**src/rtl/tcp_pkg.sv**
```systemverilog
package tcp_pkg;
  localparam int EVT_PER_CLU   = 7;
  localparam int CLU_PER_LINE  = 64;
  localparam int WORDS_PER_CLU = EVT_PER_CLU + 1;
  localparam int EVT_PER_LINE  = EVT_PER_CLU * CLU_PER_LINE;
  localparam int SLOT_W        = $clog2(EVT_PER_CLU);
  localparam int CLU_W         = $clog2(CLU_PER_LINE);
  localparam int EVT_W         = $clog2(EVT_PER_LINE);
  localparam int WORD_W        = $clog2(WORDS_PER_CLU * CLU_PER_LINE);
  localparam int DATA_W        = 16;
  localparam int POS_W         = 24;
  localparam int POS_LINE_W    = POS_W - EVT_W;

  // event index within a line from cluster and slot
  function automatic logic [EVT_W-1:0] evt_of(logic [CLU_W-1:0] clu, logic [SLOT_W-1:0] slot);
    return ({{(EVT_W-CLU_W){1'b0}}, clu} * EVT_W'(EVT_PER_CLU)) + {{(EVT_W-SLOT_W){1'b0}}, slot};
  endfunction

  // word index within a line: slot 0 of a cluster is the timestamp
  function automatic logic [WORD_W-1:0] word_of(logic [CLU_W-1:0] clu, logic [SLOT_W-1:0] slot,
                                                 logic is_ts);
    return is_ts ? {clu, 3'd0} : {clu, slot + 3'd1};
  endfunction

  // 24-bit position code: line above bit 9, event index below
  function automatic logic [POS_W-1:0] pos_of(logic [POS_LINE_W-1:0] line, logic [EVT_W-1:0] evt);
    return {line, evt};
  endfunction
endpackage

```
**src/rtl/tcp_seq_counter.sv**
```systemverilog
module tcp_seq_counter
  import tcp_pkg::*;
#(
  parameter int LINE_W = 15
) (
  input  logic              clk,
  input  logic              rst_n,
  input  logic              start_i,
  input  logic              stop_i,
  input  logic              smp_valid_i,
  output logic              accept_o,
  output logic              cap_o,
  output logic              full_o,
  output logic [SLOT_W-1:0] slot_o,
  output logic [CLU_W-1:0]  clu_o,
  output logic [EVT_W-1:0]  evt_o,
  output logic [LINE_W-1:0] line_o
);
  localparam logic [LINE_W-1:0] FULL_LINE = '1;
  localparam logic [LINE_W-1:0] LAST_LINE = FULL_LINE - LINE_W'(1);

  logic              cap_q, full_q;
  logic [SLOT_W-1:0] slot_q;
  logic [CLU_W-1:0]  clu_q;
  logic [EVT_W-1:0]  evt_q;
  logic [LINE_W-1:0] line_q;

  logic accept, slot_wrap, line_wrap, reach_full;
  assign accept     = smp_valid_i && cap_q && !start_i && !stop_i;
  assign slot_wrap  = slot_q == SLOT_W'(EVT_PER_CLU - 1);
  assign line_wrap  = slot_wrap && (clu_q == CLU_W'(CLU_PER_LINE - 1));
  assign reach_full = accept && line_wrap && (line_q == LAST_LINE);

  always_ff @(posedge clk or negedge rst_n) begin
    if (!rst_n) begin
      cap_q <= 1'b0; full_q <= 1'b0;
      slot_q <= '0; clu_q <= '0; evt_q <= '0; line_q <= '0;
    end else if (start_i) begin
      cap_q <= 1'b1; full_q <= 1'b0;
      slot_q <= '0; clu_q <= '0; evt_q <= '0; line_q <= '0;
    end else if (stop_i) begin
      cap_q <= 1'b0;
    end else if (accept) begin
      if (!slot_wrap) begin
        slot_q <= slot_q + SLOT_W'(1);
        evt_q  <= evt_q + EVT_W'(1);
      end else if (!line_wrap) begin
        slot_q <= '0;
        clu_q  <= clu_q + CLU_W'(1);
        evt_q  <= evt_q + EVT_W'(1);
      end else begin
        slot_q <= '0;
        clu_q  <= '0;
        evt_q  <= '0;
        line_q <= line_q + LINE_W'(1);
      end
      if (reach_full) begin
        full_q <= 1'b1;
        cap_q  <= 1'b0;
      end
    end
  end

  assign accept_o = accept;
  assign cap_o    = cap_q;
  assign full_o   = full_q;
  assign slot_o   = slot_q;
  assign clu_o    = clu_q;
  assign evt_o    = evt_q;
  assign line_o   = line_q;

  AST_EVT_MATCHES_CLUSTER: assert property (@(posedge clk) disable iff (!rst_n)
    evt_q == evt_of(clu_q, slot_q));
  AST_SAMPLE_SPACING: assert property (@(posedge clk) disable iff (!rst_n)
    smp_valid_i |=> !smp_valid_i);
  AST_FULL_CLOSES: assert property (@(posedge clk) disable iff (!rst_n)
    full_q |-> !cap_q);
  AST_LINE_BOUND: assert property (@(posedge clk) disable iff (!rst_n)
    cap_q |-> line_q != FULL_LINE);
  AST_STOP_CLOSES: assert property (@(posedge clk) disable iff (!rst_n)
    stop_i && !start_i |=> !cap_q);
endmodule

```
**src/rtl/tcp_word_writer.sv**
```systemverilog
module tcp_word_writer
  import tcp_pkg::*;
#(
  parameter int LINE_W = 15
) (
  input  logic              clk,
  input  logic              rst_n,
  input  logic              start_i,
  input  logic              accept_i,
  input  logic [SLOT_W-1:0] slot_i,
  input  logic [CLU_W-1:0]  clu_i,
  input  logic [LINE_W-1:0] line_i,
  input  logic [DATA_W-1:0] data_i,
  output logic              wr_en_o,
  output logic [LINE_W-1:0] wr_line_o,
  output logic [WORD_W-1:0] wr_word_o,
  output logic [DATA_W-1:0] wr_data_o
);
  logic [DATA_W-1:0] ts_q;
  logic              pend_q;
  logic [LINE_W-1:0] p_line_q;
  logic [WORD_W-1:0] p_word_q;
  logic [DATA_W-1:0] p_data_q;

  logic cluster_open;
  assign cluster_open = accept_i && (slot_i == '0);

  always_ff @(posedge clk or negedge rst_n) begin
    if (!rst_n) begin
      ts_q <= '0; pend_q <= 1'b0;
      p_line_q <= '0; p_word_q <= '0; p_data_q <= '0;
      wr_en_o <= 1'b0; wr_line_o <= '0; wr_word_o <= '0; wr_data_o <= '0;
    end else begin
      if (start_i)       ts_q <= '0;
      else if (accept_i) ts_q <= ts_q + DATA_W'(1);

      if (pend_q) begin
        wr_en_o   <= 1'b1;
        wr_line_o <= p_line_q;
        wr_word_o <= p_word_q;
        wr_data_o <= p_data_q;
      end else if (cluster_open) begin
        wr_en_o   <= 1'b1;
        wr_line_o <= line_i;
        wr_word_o <= word_of(clu_i, slot_i, 1'b1);
        wr_data_o <= ts_q;
      end else begin
        wr_en_o <= 1'b0;
      end

      pend_q <= accept_i;
      if (accept_i) begin
        p_line_q <= line_i;
        p_word_q <= word_of(clu_i, slot_i, 1'b0);
        p_data_q <= data_i;
      end
    end
  end

  AST_TS_OPENS_CLUSTER: assert property (@(posedge clk) disable iff (!rst_n)
    cluster_open |=> wr_en_o && (wr_word_o[2:0] == 3'd0));
  AST_SAMPLE_LAG: assert property (@(posedge clk) disable iff (!rst_n)
    accept_i |=> ##1 (wr_en_o && wr_data_o == $past(data_i, 2)));
  AST_NO_STRAY_WRITE: assert property (@(posedge clk) disable iff (!rst_n)
    wr_en_o |-> ($past(accept_i) || $past(accept_i, 2)));
endmodule

```
**src/rtl/tcp_pos_capture.sv**
```systemverilog
module tcp_pos_capture
  import tcp_pkg::*;
#(
  parameter int LINE_W = 15
) (
  input  logic              clk,
  input  logic              rst_n,
  input  logic              start_i,
  input  logic              stop_i,
  input  logic              cap_i,
  input  logic              accept_i,
  input  logic              trig_i,
  input  logic [LINE_W-1:0] line_i,
  input  logic [EVT_W-1:0]  evt_i,
  output logic [POS_W-1:0]  trig_pos_o,
  output logic [POS_W-1:0]  stop_pos_o,
  output logic              trig_seen_o
);
  logic [POS_W-1:0] trig_pos_q, stop_pos_q;
  logic             seen_q;

  logic [POS_W-1:0] cur_pos;
  logic             trig_take;
  assign cur_pos   = pos_of(POS_LINE_W'(line_i), evt_i);
  assign trig_take = trig_i && cap_i && !start_i && !stop_i && !seen_q;

  always_ff @(posedge clk or negedge rst_n) begin
    if (!rst_n) begin
      trig_pos_q <= '0; stop_pos_q <= '0; seen_q <= 1'b0;
    end else if (start_i) begin
      trig_pos_q <= '0; stop_pos_q <= '0; seen_q <= 1'b0;
    end else begin
      if (trig_take) begin
        trig_pos_q <= cur_pos;
        seen_q     <= 1'b1;
      end
      if (accept_i) stop_pos_q <= cur_pos;
    end
  end

  assign trig_pos_o  = trig_pos_q;
  assign stop_pos_o  = stop_pos_q;
  assign trig_seen_o = seen_q;

  AST_TRIG_HELD: assert property (@(posedge clk) disable iff (!rst_n)
    seen_q && !start_i |=> $stable(trig_pos_q) && seen_q);
  AST_STOP_POS_IDLE: assert property (@(posedge clk) disable iff (!rst_n)
    !accept_i && !start_i |=> $stable(stop_pos_q));
  AST_TRIG_NEEDS_CAPTURE: assert property (@(posedge clk) disable iff (!rst_n)
    $rose(seen_q) |-> $past(cap_i));
endmodule

```
**src/rtl/ts_cluster_packer.sv**
```systemverilog
module ts_cluster_packer
  import tcp_pkg::*;
#(
  parameter int LINE_W = 15
) (
  input  logic              clk,
  input  logic              rst_n,
  input  logic              start_i,
  input  logic              stop_i,
  input  logic              smp_valid_i,
  input  logic [15:0]       smp_data_i,
  input  logic              trig_i,
  output logic              wr_en_o,
  output logic [LINE_W-1:0] wr_line_o,
  output logic [8:0]        wr_word_o,
  output logic [15:0]       wr_data_o,
  output logic [23:0]       trig_pos_o,
  output logic [23:0]       stop_pos_o,
  input  logic [2:0]        sel_i,
  output logic [7:0]        pos_byte_o,
  output logic [7:0]        status_o
);
  logic              accept, cap, full, trig_seen;
  logic [SLOT_W-1:0] slot;
  logic [CLU_W-1:0]  clu;
  logic [EVT_W-1:0]  evt;
  logic [LINE_W-1:0] line;

  tcp_seq_counter #(.LINE_W(LINE_W)) u_seq (
    .clk(clk), .rst_n(rst_n), .start_i(start_i), .stop_i(stop_i),
    .smp_valid_i(smp_valid_i), .accept_o(accept), .cap_o(cap), .full_o(full),
    .slot_o(slot), .clu_o(clu), .evt_o(evt), .line_o(line)
  );

  tcp_word_writer #(.LINE_W(LINE_W)) u_wr (
    .clk(clk), .rst_n(rst_n), .start_i(start_i), .accept_i(accept),
    .slot_i(slot), .clu_i(clu), .line_i(line), .data_i(smp_data_i),
    .wr_en_o(wr_en_o), .wr_line_o(wr_line_o), .wr_word_o(wr_word_o), .wr_data_o(wr_data_o)
  );

  tcp_pos_capture #(.LINE_W(LINE_W)) u_pos (
    .clk(clk), .rst_n(rst_n), .start_i(start_i), .stop_i(stop_i), .cap_i(cap),
    .accept_i(accept), .trig_i(trig_i), .line_i(line), .evt_i(evt),
    .trig_pos_o(trig_pos_o), .stop_pos_o(stop_pos_o), .trig_seen_o(trig_seen)
  );

  always_comb begin
    case (sel_i)
      3'd0:    pos_byte_o = trig_pos_o[7:0];
      3'd1:    pos_byte_o = trig_pos_o[15:8];
      3'd2:    pos_byte_o = trig_pos_o[23:16];
      3'd3:    pos_byte_o = stop_pos_o[7:0];
      3'd4:    pos_byte_o = stop_pos_o[15:8];
      3'd5:    pos_byte_o = stop_pos_o[23:16];
      default: pos_byte_o = 8'h00;
    endcase
  end

  assign status_o = {2'b00, trig_seen, 3'b000, full, cap};

  AST_WRITE_LINE_BOUND: assert property (@(posedge clk) disable iff (!rst_n)
    wr_en_o |-> wr_line_o != '1);
endmodule

```
**config.mk**
```make
export PLATFORM = sky130hd
export DESIGN_NAME = ts_cluster_packer
export DESIGN_NICKNAME = d
export VERILOG_FILES = /design/src/rtl/tcp_pkg.sv /design/src/rtl/tcp_seq_counter.sv /design/src/rtl/tcp_word_writer.sv /design/src/rtl/tcp_pos_capture.sv /design/src/rtl/ts_cluster_packer.sv
export SDC_FILE = /design/constraint.sdc
export NUM_CORES = 1
export LEC_CHECK = 0
export ABC_CLOCK_PERIOD_IN_PS = 4320
export CAP_MARGIN = 20
export CORE_ASPECT_RATIO = 1.4
export CORE_UTILIZATION = 45
export DETAILED_ROUTE_END_ITERATION = 7
export PLACE_DENSITY_LB_ADDON = 0.1
export SYNTH_ARGS = -nofsm -noshare
export SYNTH_HDL_FRONTEND = slang
export SYNTH_SLANG_ARGS = --single-unit
```
**constraint.sdc**
```tcl
create_clock -name clk -period 4.32 [get_ports clk]
set_input_delay 0.648 -clock clk [delete_from_list [all_inputs] [get_ports clk]]
set_output_delay 0.648 -clock clk [all_outputs]
set_load 0.02 [all_outputs]
```
==> results.yml <==
cells_and_area:
  diodes: 0
  fin_cells: 1248
  drive_above_1_share: 0.06673
  final_common_cell: "nand2_1"
  most-common-layout-cells: "248 x nand2_1, 181 x dfrtp_1, 122 x clkdlybuf4s50_1"
  area_growth_pct: 23.18
  layout.nets: 1026
setup_path:
  slowest_stage: "clkdlybuf4s50_1"
  crit_fanout: 17
  crit_path_frequent_cell: "clkdlybuf4s50_1"
  worstPathCellList: "clkdlybuf4s50_1, inv_1, nand2_1, o221ai_1, o21a_1, clkdlybuf4s50_1"
  required_ns: 3.67
  r2r-end: "u_seq.line_o[14]"
  regToRegSetupSlack_ns: 1.90
  critPathLaunchType: "primary input"
  crit_type: "primary input to output port"
  cp.arrival_ns: 2.94
  max_stage_delay_ns: 0.81
  end_kind: "output port"
  r2r_cells: 6
  r2r_start: "u_seq.slot_o[0]"
global_route:
  grt_use_total: 0.2330
  grt_max_degree: 95
  grt_pass1_wl_um: 34930
  grt_pass1_vias: 6373
  grt_antenna_before_repair: 0
  grt-ovfl-total: 0
job:
  maxCapViolCount: 0
cts:
  cts_tree: "built"
  clock-sinks: 182
  cts_root_buf: "clkbuf_16"
  cts_hold_buf: 0
  cts_setup_buffers: 0
  cts_htree_levels: 4
  clock_latency_ns: 0.44
  clk_pin_slew_ns: 0.07
  cts_buffers: 17
  cts.repair.resized: 0
  cts_buffer_depth: 2
yosys:
  synth-edff-count: 0
  seq_area_frac_synth: 0.5381
  ys.warnings.count: 0
  syn_area_um2: 8464
  ys_seq_elements: 182
  synthCells: 900
  avgSynthCellArea_um2: 9.405
  yosysTopAreaCellShare: 0.5381
  async_flop_share: 1.000
  ys.flop_type: "dfrtp_1"
  synth_top_cells_by_area: "dfrtp_1 54%, nand2_1 11%, mux2i_1 5.8%, o21ai_0 3.7%, a21oi_1 3.0%"
  ys_types: 52
  synth_top_cell_by_area: "dfrtp_1"
timing:
  setup_tns_ns: 0
  slew_headroom: 0.4144
  rsz0062_at_grt: "no"
  setup_viol: 0
  timing.final.crit_share: 0.8306
  min_period_ns: 3.588
  finalClockSkew_ns: 0.009568
  hold_viol_final: 0
  worst_pin_slew_ns: 0.8784
  fmax_ghz: 0.2787
  maxSlewViolCount: 0
route:
  dr.pass1.iters: 4
  drtIter0Drc: 430
  wl_per_cell_um: 17.16
  ant_nets: 0
  via_per_inst: 5.329
  drc: 0
  drt_wl_total_um: 21410
  routed-via-count: 6650
worst_hold_path:
  min_path_type: "primary input to asynchronous set/reset pin"
power:
  powerDensity_nw_per_um2: 340.5
  p_leak_nw: 4.464
  ir_worst_vdd_uv: 218.4
place:
  place_congestion: 0.8298
  post-dp-hpwl_um: 14820
  port_buffers: 124
  dp_cells: 1217
floorplan:
  initial_core_util: 0.4568
  fp.dieH_um: 164.3
  die_x_um: 117.9
  row_count: 59
  dieArea_um2: 19370
  core_area_um2: 18530
  ios: 130
outcome:
  status: "finished, final reports clean"
-- synthesized netlist by cell type (8+ instances only) --
cell / number
nor2_1: 31
clkbuf_1: 52
mux2i_1: 49
a21oi_1: 50
buf_4: 8
inv_1: 20
nand3b_1: 26
ha_1: 9
a31oi_1: 8
o21ai_0: 63
or3_1: 9
mux2_2: 8
nand4_1: 10
xnor2_1: 12
nand2_1: 248
nand3_1: 19
dfrtp_1: 182
nor3_1: 8
-- layer usage --
metal,global-route usage,share of wire
met5,0,0
met3,0.04340,0.040
met4,0.08100,0.019
met2,0.4150,0.52
met1,0.2821,0.42
-- how the worst max path moves through the flow --
| stage | depth (start not counted) | start | endpoint | slack [ns] |
|---|---|---|---|---|
| finish | 6 | sel_i[2] | pos_byte_o[6] | 0.73 |
| global route | 6 | sel_i[2] | pos_byte_o[6] | 0.63 |
| CTS | 5 | sel_i[0] | pos_byte_o[3] | 0.75 |
| detailed placement | 5 | sel_i[0] | pos_byte_o[0] | 0.76 |
| global placement | 5 | sel_i[0] | pos_byte_o[0] | 0.75 |
| floorplan | 5 | sel_i[0] | pos_byte_o[7] | 1.58 |
-- sequential cells by signal (all words and copies together), names as in the netlist, 15 cells and up --
signal,flops
u_wr.ts_q,16
u_wr.p_line_q,15
u_seq.line_o,15
u_pos.trig_pos_o,24
u_pos.stop_pos_o,24
u_wr.p_data_q,16
u_wr.wr_data_o,16
u_wr.wr_line_o,15
-- cell type report --
cell class | instances | area [µm²]
Sequential cell | 182 | 4556
Fill cell | 1707 | 8103
Inverter | 20 | 75.07
Timing Repair Buffer | 139 | 1363
Multi-Input combinational cell | 632 | 3565
Tap cell | 244 | 305.3
Clock buffer | 18 | 439.2
Clock inverter | 13 | 123.9
-- through the flow --
stage	instance area [µm²]	util	worst slack, ns	hold WS (ns)	total power, mW
floorplan	8479	-	1.575	0.3524	1.962
global placement	9863	0.5323	0.7535	0.4562	2.089
detailed placement	9863	0.5323	0.7579	0.4621	2.091
CTS	10430	0.5627	0.7461	0.3344	3.586
global route	10430	0.5627	0.6291	0.3638	3.685
finish	10430	0.5627	0.7317	0.2868	3.550
-- worst max-delay path, delay by kind of cell --
| family | cells | cell delay, ns |
|---|---|---|
| buffers and inverters | 3 | 1.68 |
| AO/OA/AOI/OAI | 2 | 0.42 |
| AND/OR/NAND/NOR | 1 | 0.19 |
-- logic make-up after synthesis --
family | Yosys count | share of synthesized area
buffers and inverters | 90 | 0.04494
flip-flops | 182 | 0.5381
other | 1 | 0.0004430
multiplexers | 59 | 0.07391
adder cells (fa/ha/maj) | 9 | 0.01330
AO/OA/AOI/OAI | 155 | 0.1041
AND/OR/NAND/NOR | 387 | 0.2077
XOR/XNOR | 17 | 0.01759
-- where the power goes --
group	leakage, nW	switching [mW]	internal, mW	total [mW]
clock network	0.257	0.685	0.811	1.50
logic	1.70	0.167	0.0973	0.265
registers	2.51	0.0347	1.76	1.79
Power figures use the tool's default switching activity.
